$ cat src/rtl/scan_pkg.sv
// Shared types and helpers for the boundary-scan port controller.
// Assumes a 4-bit state code; the code values are visible on the top port.
package scan_pkg;

    typedef enum logic [3:0] {
        ST_RESET  = 4'd0,
        ST_IDLE   = 4'd1,
        ST_SEL_DR = 4'd2,
        ST_CAP_DR = 4'd3,
        ST_SH_DR  = 4'd4,
        ST_EX1_DR = 4'd5,
        ST_PAU_DR = 4'd6,
        ST_EX2_DR = 4'd7,
        ST_UPD_DR = 4'd8,
        ST_SEL_IR = 4'd9,
        ST_CAP_IR = 4'd10,
        ST_SH_IR  = 4'd11,
        ST_EX1_IR = 4'd12,
        ST_PAU_IR = 4'd13,
        ST_EX2_IR = 4'd14,
        ST_UPD_IR = 4'd15
    } tap_state_e;

    // Capture pattern: even bit positions are 1, so LSB-first output reads 1,0,1,0...
    function automatic logic [31:0] capture_pattern(input int width);
        logic [31:0] v;
        v = '0;
        for (int i = 0; i < width; i++) begin
            v[i] = (i % 2 == 0);
        end
        return v;
    endfunction

endpackage

$ cat src/rtl/scan_tap_fsm.sv
// Sixteen-state test port state machine.
// Advances on rising tck under tms; synchronous active-low reset forces RESET.
// Assumes tms is stable around the rising edge.
module scan_tap_fsm
    import scan_pkg::*;
(
    input  logic       tck,
    input  logic       rst_n,
    input  logic       tms,
    output tap_state_e state_q
);

    tap_state_e state_d;

    // Next-state selection from the current state and tms.
    always_comb begin
        state_d = state_q;
        unique case (state_q)
            ST_RESET:  state_d = tms ? ST_RESET  : ST_IDLE;
            ST_IDLE:   state_d = tms ? ST_SEL_DR : ST_IDLE;
            ST_SEL_DR: state_d = tms ? ST_SEL_IR : ST_CAP_DR;
            ST_CAP_DR: state_d = tms ? ST_EX1_DR : ST_SH_DR;
            ST_SH_DR:  state_d = tms ? ST_EX1_DR : ST_SH_DR;
            ST_EX1_DR: state_d = tms ? ST_UPD_DR : ST_PAU_DR;
            ST_PAU_DR: state_d = tms ? ST_EX2_DR : ST_PAU_DR;
            ST_EX2_DR: state_d = tms ? ST_UPD_DR : ST_SH_DR;
            ST_UPD_DR: state_d = tms ? ST_SEL_DR : ST_IDLE;
            ST_SEL_IR: state_d = tms ? ST_RESET  : ST_CAP_IR;
            ST_CAP_IR: state_d = tms ? ST_EX1_IR : ST_SH_IR;
            ST_SH_IR:  state_d = tms ? ST_EX1_IR : ST_SH_IR;
            ST_EX1_IR: state_d = tms ? ST_UPD_IR : ST_PAU_IR;
            ST_PAU_IR: state_d = tms ? ST_EX2_IR : ST_PAU_IR;
            ST_EX2_IR: state_d = tms ? ST_UPD_IR : ST_SH_IR;
            ST_UPD_IR: state_d = tms ? ST_SEL_DR : ST_IDLE;
            default:   state_d = ST_RESET;
        endcase
    end

    // State register on rising tck.
    always_ff @(posedge tck) begin
        if (!rst_n) state_q <= ST_RESET;
        else        state_q <= state_d;
    end

endmodule

$ cat src/rtl/scan_ir_unit.sv
// Instruction path: serial shift stage, active instruction latch and mode decode.
// Shift stage moves on rising tck; the latch loads on falling tck in UPD_IR.
// Assumes the opcode parameters are distinct.
module scan_ir_unit
    import scan_pkg::*;
#(
    parameter int             IR_W      = 10,
    parameter logic [IR_W-1:0] OP_BYPASS = '1,
    parameter logic [IR_W-1:0] OP_SAMPLE = IR_W'(5),
    parameter logic [IR_W-1:0] OP_EXTEST = IR_W'(15)
) (
    input  logic            tck,
    input  logic            rst_n,
    input  logic            tdi,
    input  tap_state_e      state,
    output logic [IR_W-1:0] shift_q,
    output logic [IR_W-1:0] instr_q,
    output logic            sel_bypass,
    output logic            sel_sample,
    output logic            sel_extest
);

    localparam logic [IR_W-1:0] CAPTURE = capture_pattern(IR_W)[IR_W-1:0];

    // Shift stage: load the capture pattern, then shift tdi in at the MSB.
    always_ff @(posedge tck) begin
        if (!rst_n)                 shift_q <= CAPTURE;
        else if (state == ST_CAP_IR) shift_q <= CAPTURE;
        else if (state == ST_SH_IR)  shift_q <= {tdi, shift_q[IR_W-1:1]};
    end

    // Active instruction: forced to bypass in RESET, updated on falling tck in UPD_IR.
    always_ff @(negedge tck) begin
        if (!rst_n || state == ST_RESET) instr_q <= OP_BYPASS;
        else if (state == ST_UPD_IR)     instr_q <= shift_q;
    end

    // Mode decode: any code that is not sample or external test falls back to bypass.
    always_comb begin
        sel_sample = (instr_q == OP_SAMPLE);
        sel_extest = (instr_q == OP_EXTEST);
        sel_bypass = !(sel_sample || sel_extest);
    end

endmodule

$ cat src/rtl/scan_bypass_reg.sv
// One-bit pass-through data register.
// Cleared in CAP_DR, loads tdi in SH_DR, both on rising tck.
module scan_bypass_reg
    import scan_pkg::*;
(
    input  logic       tck,
    input  logic       rst_n,
    input  logic       tdi,
    input  tap_state_e state,
    output logic       byp_q
);

    // Capture zero, then shift tdi through the single stage.
    always_ff @(posedge tck) begin
        if (!rst_n)                  byp_q <= 1'b0;
        else if (state == ST_CAP_DR) byp_q <= 1'b0;
        else if (state == ST_SH_DR)  byp_q <= tdi;
    end

endmodule

$ cat src/rtl/scan_tdo_stage.sv
// Serial output stage, retimed to falling tck.
// The enable is high only in the shift states; data selects the instruction
// stage LSB in SH_IR, else the pass-through bit or the external chain return.
module scan_tdo_stage
    import scan_pkg::*;
(
    input  logic       tck,
    input  logic       rst_n,
    input  tap_state_e state,
    input  logic       ir_lsb,
    input  logic       byp_bit,
    input  logic       chain_so,
    input  logic       sel_bypass,
    output logic       tdo_q,
    output logic       oe_q
);

    logic tdo_d;

    // Source selection for the next output bit.
    always_comb begin
        if (state == ST_SH_IR) tdo_d = ir_lsb;
        else if (sel_bypass)   tdo_d = byp_bit;
        else                   tdo_d = chain_so;
    end

    // Falling-edge retiming of data and enable.
    always_ff @(negedge tck) begin
        if (!rst_n) begin
            tdo_q <= 1'b0;
            oe_q  <= 1'b0;
        end else begin
            tdo_q <= tdo_d;
            oe_q  <= (state == ST_SH_IR) || (state == ST_SH_DR);
        end
    end

endmodule

$ cat src/rtl/scan_port_ctrl.sv
// Top of the boundary-scan test port controller.
// Connects state machine, instruction path, pass-through register and output stage.
// Assumes an external boundary chain returns its serial data on chain_so.
module scan_port_ctrl
    import scan_pkg::*;
#(
    parameter int              IR_W      = 10,
    parameter logic [IR_W-1:0] OP_BYPASS = '1,
    parameter logic [IR_W-1:0] OP_SAMPLE = IR_W'(5),
    parameter logic [IR_W-1:0] OP_EXTEST = IR_W'(15)
) (
    input  logic            tck,
    input  logic            tap_rst_n,
    input  logic            tms,
    input  logic            tdi,
    input  logic            chain_so,
    output logic            tdo,
    output logic            tdo_oe,
    output logic [IR_W-1:0] instr,
    output logic            sel_bypass,
    output logic            sel_sample,
    output logic            sel_extest,
    output logic [3:0]      tap_state
);

    tap_state_e      state;
    logic [IR_W-1:0] ir_shift;
    logic            byp_bit;

    scan_tap_fsm u_fsm (
        .tck     (tck),
        .rst_n   (tap_rst_n),
        .tms     (tms),
        .state_q (state)
    );

    scan_ir_unit #(
        .IR_W      (IR_W),
        .OP_BYPASS (OP_BYPASS),
        .OP_SAMPLE (OP_SAMPLE),
        .OP_EXTEST (OP_EXTEST)
    ) u_ir (
        .tck        (tck),
        .rst_n      (tap_rst_n),
        .tdi        (tdi),
        .state      (state),
        .shift_q    (ir_shift),
        .instr_q    (instr),
        .sel_bypass (sel_bypass),
        .sel_sample (sel_sample),
        .sel_extest (sel_extest)
    );

    scan_bypass_reg u_byp (
        .tck   (tck),
        .rst_n (tap_rst_n),
        .tdi   (tdi),
        .state (state),
        .byp_q (byp_bit)
    );

    scan_tdo_stage u_out (
        .tck        (tck),
        .rst_n      (tap_rst_n),
        .state      (state),
        .ir_lsb     (ir_shift[0]),
        .byp_bit    (byp_bit),
        .chain_so   (chain_so),
        .sel_bypass (sel_bypass),
        .tdo_q      (tdo),
        .oe_q       (tdo_oe)
    );

    assign tap_state = state;

endmodule

$ cat config.mk
export PLATFORM = sky130hd
export DESIGN_NAME = scan_port_ctrl
export DESIGN_NICKNAME = d
export VERILOG_FILES = /design/src/rtl/scan_pkg.sv /design/src/rtl/scan_tap_fsm.sv /design/src/rtl/scan_ir_unit.sv /design/src/rtl/scan_bypass_reg.sv /design/src/rtl/scan_tdo_stage.sv /design/src/rtl/scan_port_ctrl.sv
export SDC_FILE = /design/constraint.sdc
export NUM_CORES = 1
export LEC_CHECK = 0
export BUFFER_PORTS_ARGS = -buffer_cell sky130_fd_sc_hd__buf_2
export CORE_MARGIN = 4
export CORE_UTILIZATION = 45
export CTS_BUF_LIST = sky130_fd_sc_hd__clkbuf_8
export CTS_CLUSTER_DIAMETER = 120
export CTS_CLUSTER_SIZE = 14
export DETAILED_ROUTE_END_ITERATION = 16
export PLACE_DENSITY_LB_ADDON = 0.3
export SKIP_LAST_GASP = 1
export SLEW_MARGIN = 0
export SYNTH_ARGS = -nofsm -noshare
export SYNTH_HDL_FRONTEND = slang
export SYNTH_SLANG_ARGS = --single-unit
export TNS_END_PERCENT = 5
$ cat constraint.sdc
create_clock -name tck -period 1.1 [get_ports tck]
set_input_delay 0 -clock tck [delete_from_list [all_inputs] [get_ports tck]]
set_output_delay 0 -clock tck [all_outputs]
set_load 0.03 [all_outputs]
---- After elaboration in Yosys (flattened, before gate mapping) ----
Index checks and enable logic that the tools add are counted.
word-level totals
  input bits .............................. 5
  logic and storage cells ................. 50
  flip-flop bits (word level) ............. 27
  output and inout bits ................... 19
operators by class
  equality and inequality tests ........... 17
  muxes and demuxes ....................... 15
  bitwise logic cells ..................... 1
  reductions and logical operators ........ 11
operators by type and width
  operator                                               count
  case mux 4 bit (12 select lines)                       1
  equality test 4 bit (second input constant)            8
  equality test 4 x 3 -> 1 bit (second input constant)   4
  two-way mux 4 bit                                      4
  equality test 10 x 3 -> 1 bit (second input constant)  1
  equality test 10 x 4 -> 1 bit (second input constant)  1
  equality test 4 x 2 -> 1 bit (second input constant)   2
  OR reduction 2 bit                                     4
  two-way mux 2 bit                                      3
  two-way mux 3 bit                                      2
  two-way mux 1 bit                                      5
  equality test 4 x 1 -> 1 bit (second input constant)   1
  logical NOT 4 bit                                      1
  logical OR 1 bit                                       3
  OR reduction 3 bit                                     1
  logical NOT 1 bit                                      2
  NOT 1 bit                                              1

---- Logic depth before layout (Yosys ltp) ----
Gate-level depths: netlist of the first run.
  depth in word-level cells ............... 4
  mapped depth ............................ 5
  gate-level depth less buffers ........... 4

---- Hierarchy ----
A second synthesis of the first run with hierarchy kept.
unflattened totals
  cells, all modules ...................... 154
  area total of the unflattened synthesis .. 1340.0 µm²
by module, submodules not included
  module           area an instance (µm²)  times used  cells each
  scan_ir_unit     862.1                   1           101
  scan_tap_fsm     315.3                   1           38
  scan_tdo_stage   93.8                    1           9
  scan_bypass_reg  68.8                    1           6

==> flow_summary.toml, run 1 <==
[placed_design]
gp_congestion = 0.941
dp.cells = 246
port_buffers = 23
hpwl_um = 2540

[routing]
drc = 0
drt-total-wl_um = 3230
wl_per_cell_um = 12.3
viasPerCell = 5.25
first_pass_iters = 4
vias = 1375
ant_nets = 0
initialDrtViolationCount = 50

[clock_tree]
cts_buffers = 3
insertion_delay_ns = 0.34
root_buffer = "clkbuf_8"
clk_pin_slew_ns = 0.10
cts_tree = "done"
cts_max_path_buffers = 2
cts_setup_buffers = 0
clock_sinks = 27
htreeDepth = 1

[setup_path]
slowest_stage = "dfxtp_2"
crit_path_max_incr_delay_ns = 0.32
r2r_slack_ns = -0.56
end_kind = "output port"
cp-start-kind = "flop"
cp_top_family = "simple AND/OR/NAND/NOR gates"
rr_worst_depth = 4
path_cells = "nor4bb_4, nand2_2, nor3_4, buf_6"
path_depth = 4
arrival_ns = 1.96
crit_type = "flop to output port"
cp_num_buf_inv = 1
worstPathMaxFanout = 2
cp.required_ns = 1.10

[global_route]
antenna_found_initial = 0
grt_remaining_overflow = 0
grt_pass1_wl_um = 5490
grt_pass1_vias = 1256
grt_use_total = 0.203
grt_max_degree = 16

[pwr]
irDropWorstVdd_uv = 785
p_leak_nw = 0.955
cellPowerDensity_mw_per_mm2 = 1130

[synth]
yosysMostFrequentCell = "nand2_1"
synth_edf_count = 0
synth_flop_cell = "dfxtp_1"
synth-seq-cells = 27
avgSynthCellArea_um2 = 7.67
netlist.area_leader.share = 0.455
yosysSeqAreaShare = 0.455
synth_top_area_cell = "dfxtp_1"
ys_top_cells_by_count = "nand2_1 (46), dfxtp_1 (27), nand3_1 (18), a21oi_1 (9)"
yosys_warnings = 0
synth_area_mm2 = 0.00119
synthArstFlopShare = 0
synthesis.nets = 160
netlist_instances = 155
synthTopCellsByArea = "dfxtp_1 (45%), nand2_1 (15%), nand3_1 (7.6%), a21oi_1 (3.8%), o21ai_0 (2.5%)"
synth_cell_type_count = 33

[cells_and_area]
final_cells = 262
fin_nets = 238
syn2layout_area_growth_pct = 55.3
drive_gt1_frac = 0.418
n_antenna_cell = 0

[job]
maxCapViolCount = 0

[floorplanning]
start_util = 0.475
die_area_mm2 = 0.00353
die-width_um = 59.4
coreArea_mm2 = 0.00250
num_rows = 18
design.portCount = 24
die_h_um = 59.4

[sta]
fin_ws_ns = -0.862
worst_pin_slew_ns = 0.307
skew_ns = 0.0699
fin_hold_ws_ns = 0.120
hold_viol = 0
setup_viol = 42
rsz0062_at_grt = "yes"
maxSlewViolCount = 0
relSlewSlack = 0.792

[outcome]
violations = "setup timing"
status = "complete, but fails checks"

[hold_path]
hold_class = "input port to flop"
min_path_cells = 4
-- stage by stage --
stage / TNS, ns / setup WS [ns] / total power [mW] / utilization / cell area (um^2)
after floorplan: -11.02 / -0.631 / 1.31 / - / 1280
after global placement: -9.16 / -0.614 / 1.43 / 0.691 / 1730
after detailed placement: -10.23 / -0.621 / 1.44 / 0.691 / 1730
after CTS: -15.17 / -0.855 / 2.10 / 0.738 / 1850
after global routing: -17.64 / -0.937 / 2.19 / 0.738 / 1850
final: -15.07 / -0.862 / 2.08 / 0.738 / 1850
-- metal layers --
| layer | track usage | share of wire | vias to the layer above |
|---|---|---|---|
| met3 | 0.0261 | 0.052 | 4 |
| li1 | - | - | 690 |
| met4 | 0.0680 | 0.011 | 0 |
| met1 | 0.265 | 0.46 | 638 |
| met5 | 0 | 0 | - |
| met2 | 0.342 | 0.48 | 43 |
-- where the power goes --
group	internal [mW]	switching (mW)	total [mW]
Sequential	0.998	0.0259	1.02
Clock	0.311	0.414	0.725
Combinational	0.147	0.184	0.331
Total	1.46	0.625	2.08
-- cells by family (layout without fill, tap and decap cells) --
group / after synthesis / after routing / share of synthesized area
flip-flops: 27 / 27 / 0.455
AND/OR/NAND/NOR: 85 / 85 / 0.328
AO/OA/AOI/OAI: 28 / 28 / 0.151
XOR/XNOR: 2 / 2 / 0.0147
buffers and inverters: 13 / 90 / 0.0516
-- layout by cell type (no fill, tap or decap), types with 3 or more instances in the layout --
cell type	n
nand2b_1	3
a21oi_1	9
clkbuf_8	3
o21ai_0	6
nand3_1	18
buf_4	45
dfxtp_4	3
dfxtp_2	8
buf_2	21
nand2_1	45
inv_1	16
nor2_1	5
dfxtp_1	16
-- what timing repair did --
| item | 4_1_cts | 5_1_grt |
|---|---|---|
| setup endpoints to repair | 42 | 42 |
| hold buffers | 1 | 0 |
| resized for setup | 5 | 0 |
| pin swaps | 3 | 1 |
| hold endpoints to repair | 1 | 0 |
-- state kept, by name (all words and copies together) (netlist names) --
register	flops
u_ir.shift_q	10
u_byp.byp_q	1
u_ir.instr_q	10
u_fsm.state_q	4
u_out.oe_q	1
u_out.tdo_q	1
-- tightest hold or removal path: cells and delay by family --
kind	cells	cell delay (ns)
buffers and inverters	2	0.24
AOI/OAI and AO/OA	2	0.13
-- path summary, 6_finish.rpt --
kind / startpoint / to
setup reg to reg: u_fsm.state_q[2] / u_out.tdo_q
setup / recovery: u_ir.instr_q[9] / sel_sample
hold / removal: tap_rst_n / u_fsm.state_q[2]
hold reg to reg: u_ir.shift_q[0] / u_ir.shift_q[0]
-- final cells by class --
class	instances	area [um^2]
inverters	5	22.5
flip-flops and latches	27	562
clock inverters	13	50.0
clock buffers	3	41.3
well taps	30	37.5
repair buffers	69	475
fillers	173	654
multi-input cells	115	657
Note: power is estimated with default switching activity, not from simulation.
==> inputs of run 2 (changes only) <==
--- a/config.mk
+++ b/config.mk
@@ -14,8 +14,9 @@
 export DETAILED_ROUTE_END_ITERATION = 16
 export PLACE_DENSITY_LB_ADDON = 0.3
 export SKIP_LAST_GASP = 1
-export SLEW_MARGIN = 0
+export SLEW_MARGIN = 30
 export SYNTH_ARGS = -nofsm -noshare
 export SYNTH_HDL_FRONTEND = slang
+export SYNTH_HIERARCHICAL = 1
 export SYNTH_SLANG_ARGS = --single-unit
 export TNS_END_PERCENT = 5
==> constraint.sdc (replaced) <==
create_clock -name tck -period 1.1 [get_ports tck]
set_input_delay 0.275 -clock tck [delete_from_list [all_inputs] [get_ports tck]]
set_output_delay 0.275 -clock tck [all_outputs]
set_load 0.03 [all_outputs]
==> flow_summary.toml, run 2 <==
[synth]
synthTopCellsByArea = "dfxtp_1 (40%), nand2_1 (10%), nand3_2 (7.5%), nor2_1 (3.9%), nand3_1 (3.0%)"
yosysMostFrequentCell = "nand2_1"
synthesis.nets = 159
ys_top_cells_by_count = "nand2_1 (36), dfxtp_1 (27), nor2_1 (14), nand3_2 (10), nand3_1 (8)"
synth_edf_count = 0
synth-seq-cells = 27
netlist_instances = 154
yosys_warnings = 6
synth_flop_cell = "dfxtp_1"
yosysSeqAreaShare = 0.403
synth_top_area_cell = "dfxtp_1"
netlist.area_leader.share = 0.403
synthArstFlopShare = 0
synth_cell_type_count = 41
synth_area_mm2 = 0.00134
avgSynthCellArea_um2 = 8.70

[outcome]
status = "complete, but fails checks"
violations = "setup timing"

[cells_and_area]
nFillCells = 233
drive_gt1_frac = 0.432
syn2layout_area_growth_pct = 40.2
mostFrequentLayoutCells = "buf_4 (39), nand2_1 (35), buf_2 (21)"
multi_input_area_um2 = 762
n_antenna_cell = 0
utilization = 0.670
final-seq-area_um2 = 553
final_cells = 253
reg_top3 = "u_ir/instr_q: 10 flops, u_ir/shift_q: 10 flops, u_fsm/state_q: 4 flops"
layout_commonest_cell = "buf_4"
fin_nets = 228

[setup_path]
path_cells = "nor4_4, nand2_2, nor3_4, buf_6"
crit_type = "flop to output port"
cp-start-kind = "flop"
crit_path_max_incr_delay_ns = 0.32
arrival_ns = 1.95
slowest_stage = "dfxtp_2"
end_kind = "output port"
cp.required_ns = 0.82
worstPathMaxFanout = 2

[sta]
setup_viol = 46
finalSetupTns_ns = -23.51
fin_ws_ns = -1.12
rsz0062_at_grt = "yes"
relSlewSlack = 0.776
hold_viol = 0
skew_ns = 0.0715
maxSlewViolCount = 0
worst_pin_slew_ns = 0.336
fin_hold_ws_ns = 0.283

[pwr]
p_leak_nw = 0.948
cellPowerDensity_mw_per_mm2 = 1060
irDropWorstVdd_uv = 549

[floorplanning]
design.portCount = 24
start_util = 0.478
die_area_mm2 = 0.00392
die-width_um = 62.6
die_h_um = 62.6
num_rows = 19
coreArea_mm2 = 0.00281

[clock_tree]
cts_buffers = 3
root_buffer = "clkbuf_8"
htreeDepth = 1
clock_sinks = 27
insertion_delay_ns = 0.34
cts_max_path_buffers = 2
clk_pin_slew_ns = 0.09
cts_tree = "done"

[global_route]
antenna_found_initial = 0
grt_remaining_overflow = 0
grt_pass1_wl_um = 5430
grt_pass1_vias = 1293
grt_use_total = 0.167
grt_max_degree = 17

[placed_design]
gp_congestion = 0.722
hpwl_um = 2450
dp.cells = 239
port_buffers = 23

[routing]
viasPerCell = 5.23
drt-total-wl_um = 3130
first_pass_iters = 4
drc = 0
wl_per_cell_um = 12.4
initialDrtViolationCount = 53
ant_nets = 0
vias = 1322

[job]
maxCapViolCount = 0

[hold_path]
hold_class = "input port to flop"
run 2: cell count changes in the layout (fill, tap and decap cells not counted), moves of 3 or more:
cell	delta
nand2_1	-10
nand3_1	-10
nand3_2	+10
nor2_1	+8
a21oi_1	-6
buf_4	-6
nor3_1	+5
o21ai_0	-5
dfxtp_1	+3
inv_2	+3
run 2: cells by family (layout without fill, tap and decap cells):
logic type / after synthesis / count (layout) / share of synthesized area
mux: 2 / 2 / 0.0149
buf+inv: 14 / 82 / 0.0663
xor+xnor: 2 / 2 / 0.0187
simple gates: 89 / 89 / 0.375
compound gates: 20 / 20 / 0.121
flops: 27 / 27 / 0.403
run 2: path summary, 6_finish.rpt:
| kind | from | to | slack, ns | cells past startpoint |
|---|---|---|---|---|
| worst max-delay path | u_ir/instr_q[6] | sel_sample | -1.12 | 4 |
| worst min-delay path | tdi | u_byp/byp_q | 0.28 | 3 |
| worst max register to register | u_fsm/state_q[0] | u_ir/instr_q[3] | -0.58 | 4 |
| worst min register to register | u_ir/instr_q[3] | u_ir/instr_q[3] | 0.55 | 2 |
run 2: per-stage QoR:
stage	setup WS, ns	area, um^2	power (mW)
floorplan	-0.895	1400	1.28
global placement	-0.852	1780	1.36
detailed placement	-0.869	1780	1.37
CTS	-1.13	1880	2.02
global route	-1.23	1880	2.11
finish	-1.12	1880	2.00
run 2: layout make-up:
cell class | count | area share
clock buffers | 3 | 0.0220
well taps | 31 | 0.0206
repair buffers | 62 | 0.224
flip-flops and latches | 27 | 0.294
clock inverters | 13 | 0.0260
multi-input cells | 113 | 0.405
inverters | 4 | 0.00799
run 2: where the power goes:
group / internal, mW / switching (mW) / leakage [nW]
Clock: 0.308 / 0.418 / 0.0908
Combinational: 0.110 / 0.152 / 0.641
Sequential: 0.991 / 0.0193 / 0.216
Total: 1.41 / 0.589 / 0.948
run 2: what timing repair did:
item                                    4_1_cts  5_1_grt
pin swaps                                     4        2
hold buffers                                  0        0
gates resized for setup                       4        0
setup buffers                                 0        0
endpoints found under the setup margin       46       46
run 2: critical path: cells and delay by family (launching register included):
family | cells | cell delay (ns)
DFF | 1 | 0.32
buffers and inverters | 1 | 0.15
and+or+nand+nor | 3 | 0.58
run 2: per-layer routing:
metal / track usage / up-vias / share of wire / routed length (um)
met4: 0.0579 / 0 / 0.0090 / 28
met2: 0.320 / 21 / 0.52 / 1640
met1: 0.181 / 620 / 0.43 / 1350
met5: 0 / - / 0 / 0
met3: 0.0288 / 4 / 0.037 / 115
li1: - / 677 / - / -
==> inputs of run 3 (changes only) <==
--- a/config.mk
+++ b/config.mk
@@ -17,6 +17,5 @@
 export SLEW_MARGIN = 30
 export SYNTH_ARGS = -nofsm -noshare
 export SYNTH_HDL_FRONTEND = slang
-export SYNTH_HIERARCHICAL = 1
 export SYNTH_SLANG_ARGS = --single-unit
 export TNS_END_PERCENT = 5
==> flow_summary.toml, run 3 (same netlist as run 1, synthesis figures left out) <==
[setup_path]
crit_type = "flop to output port"
cp_num_buf_inv = 1
cp-start-kind = "flop"
end_kind = "output port"
crit_start = "u_ir.instr_q[9]"
crit_path_max_incr_delay_ns = 0.33
timing.rr.start = "u_fsm.state_q[3]"
cp.required_ns = 0.82
path_cells = "nor4bb_4, nand2_2, nor3_4, buf_6"
arrival_ns = 1.99
slowest_stage = "dfxtp_2"
worstPathMaxFanout = 2
cp_top_family = "simple AND/OR/NAND/NOR gates"

[routing]
drt-total-wl_um = 3280
first_pass_iters = 4
vias = 1322
drc = 0
ant_nets = 0
wl_per_cell_um = 12.8
viasPerCell = 5.14
initialDrtViolationCount = 72

[clock_tree]
insertion_delay_ns = 0.36
clock_sinks = 27
cts_tree = "done"
clk_pin_slew_ns = 0.11
hold_buffers = 0
cts_setup_buffers = 0
htreeDepth = 1
root_buffer = "clkbuf_8"
cts_max_path_buffers = 2
cts_buffers = 3

[cells_and_area]
drive_gt1_frac = 0.383
reg_top3 = "u_ir.instr_q: 10 flops, u_ir.shift_q: 10 flops, u_fsm.state_q: 4 flops"
final_cells = 257
n_antenna_cell = 0
syn2layout_area_growth_pct = 49.5
multi_input_area_um2 = 638
layout_commonest_cell = "nand2_1"
mostFrequentLayoutCells = "nand2_1 (45), buf_4 (41), buf_2 (21)"
design_area_mm2 = 0.00178
nFillCells = 206
fin_nets = 233
final-seq-area_um2 = 552

[sta]
fin_ws_ns = -1.17
relSlewSlack = 0.727
setup_viol = 46
skew_ns = 0.0769
worst_pin_slew_ns = 0.406
rsz0062_at_grt = "yes"
maxSlewViolCount = 0
fin_hold_ws_ns = 0.227
hold_viol = 0

[placed_design]
dp.cells = 242
gp_congestion = 0.906
hpwl_um = 2440
port_buffers = 23
placed_area_mm2 = 0.00167

[global_route]
grt_remaining_overflow = 0
grt_pass1_vias = 1286
grt_max_degree = 17
grt_use_total = 0.203
grt_pass1_wl_um = 5580
antenna_found_initial = 0

[pwr]
p_leak_nw = 0.930
cellPowerDensity_mw_per_mm2 = 1190
irDropWorstVdd_uv = 1170

[floorplanning]
coreArea_mm2 = 0.00250
num_rows = 18
die_h_um = 59.4
die-width_um = 59.4
start_util = 0.475
die_area_mm2 = 0.00353
design.portCount = 24

[job]
maxCapViolCount = 0

[hold_path]
min_from = "tdi"
hold_class = "input port to flop"

[outcome]
status = "complete, but fails checks"
violations = "setup timing"
run 3: path summary, 6_finish.rpt:
kind / end / slack, ns / depth (start not counted)
worst max-delay path: sel_sample / -1.17 / 4
worst min-delay path: u_ir.shift_q[9] / 0.23 / 3
worst max register to register: u_ir.instr_q[3] / -0.62 / 4
worst min register to register: u_ir.shift_q[0] / 0.50 / 2
run 3: layer usage:
metal	vias to the layer above	routed length, um	track usage
met2	42	1520	0.331
met4	0	41	0.0712
li1	676	-	-
met3	6	193	0.0261
met1	598	1530	0.275
met5	-	0	0
run 3: cell type report:
type | count | area share
repair buffers | 64 | 0.245
well taps | 30 | 0.0211
inverters | 5 | 0.0106
multi-input cells | 115 | 0.359
flip-flops and latches | 27 | 0.311
clock inverters | 13 | 0.0303
clock buffers | 3 | 0.0232
run 3: where the power goes:
group          switching [mW]  internal, mW
combinational           0.187         0.134
clock                   0.467         0.320
sequential             0.0169         0.996
run 3: repair_timing:
item                                    4_1_cts  5_1_grt
pin swaps                                     3        0
gates resized for setup                       4        0
endpoints found under the setup margin       46       46
run 3: per-stage QoR:
step / total power, mW / utilization / setup TNS [ns] / worst slack, ns
after detailed placement: 1.42 / 0.669 / -15.38 / -0.876
after CTS: 2.12 / 0.711 / -21.51 / -1.16
after global placement: 1.41 / 0.669 / -14.30 / -0.845
after global routing: 2.21 / 0.711 / -24.90 / -1.22
final: 2.12 / 0.711 / -21.92 / -1.17
after floorplan: 1.29 / - / -19.04 / -0.895
run 3: worst reg2reg max path, delay by kind of cell (launching register included):
kind / cells / cell delay [ns]
DFF: 1 / 0.37
and+or+nand+nor: 2 / 0.20
AOI/OAI and AO/OA: 1 / 0.36
buffers and inverters: 1 / 0.15
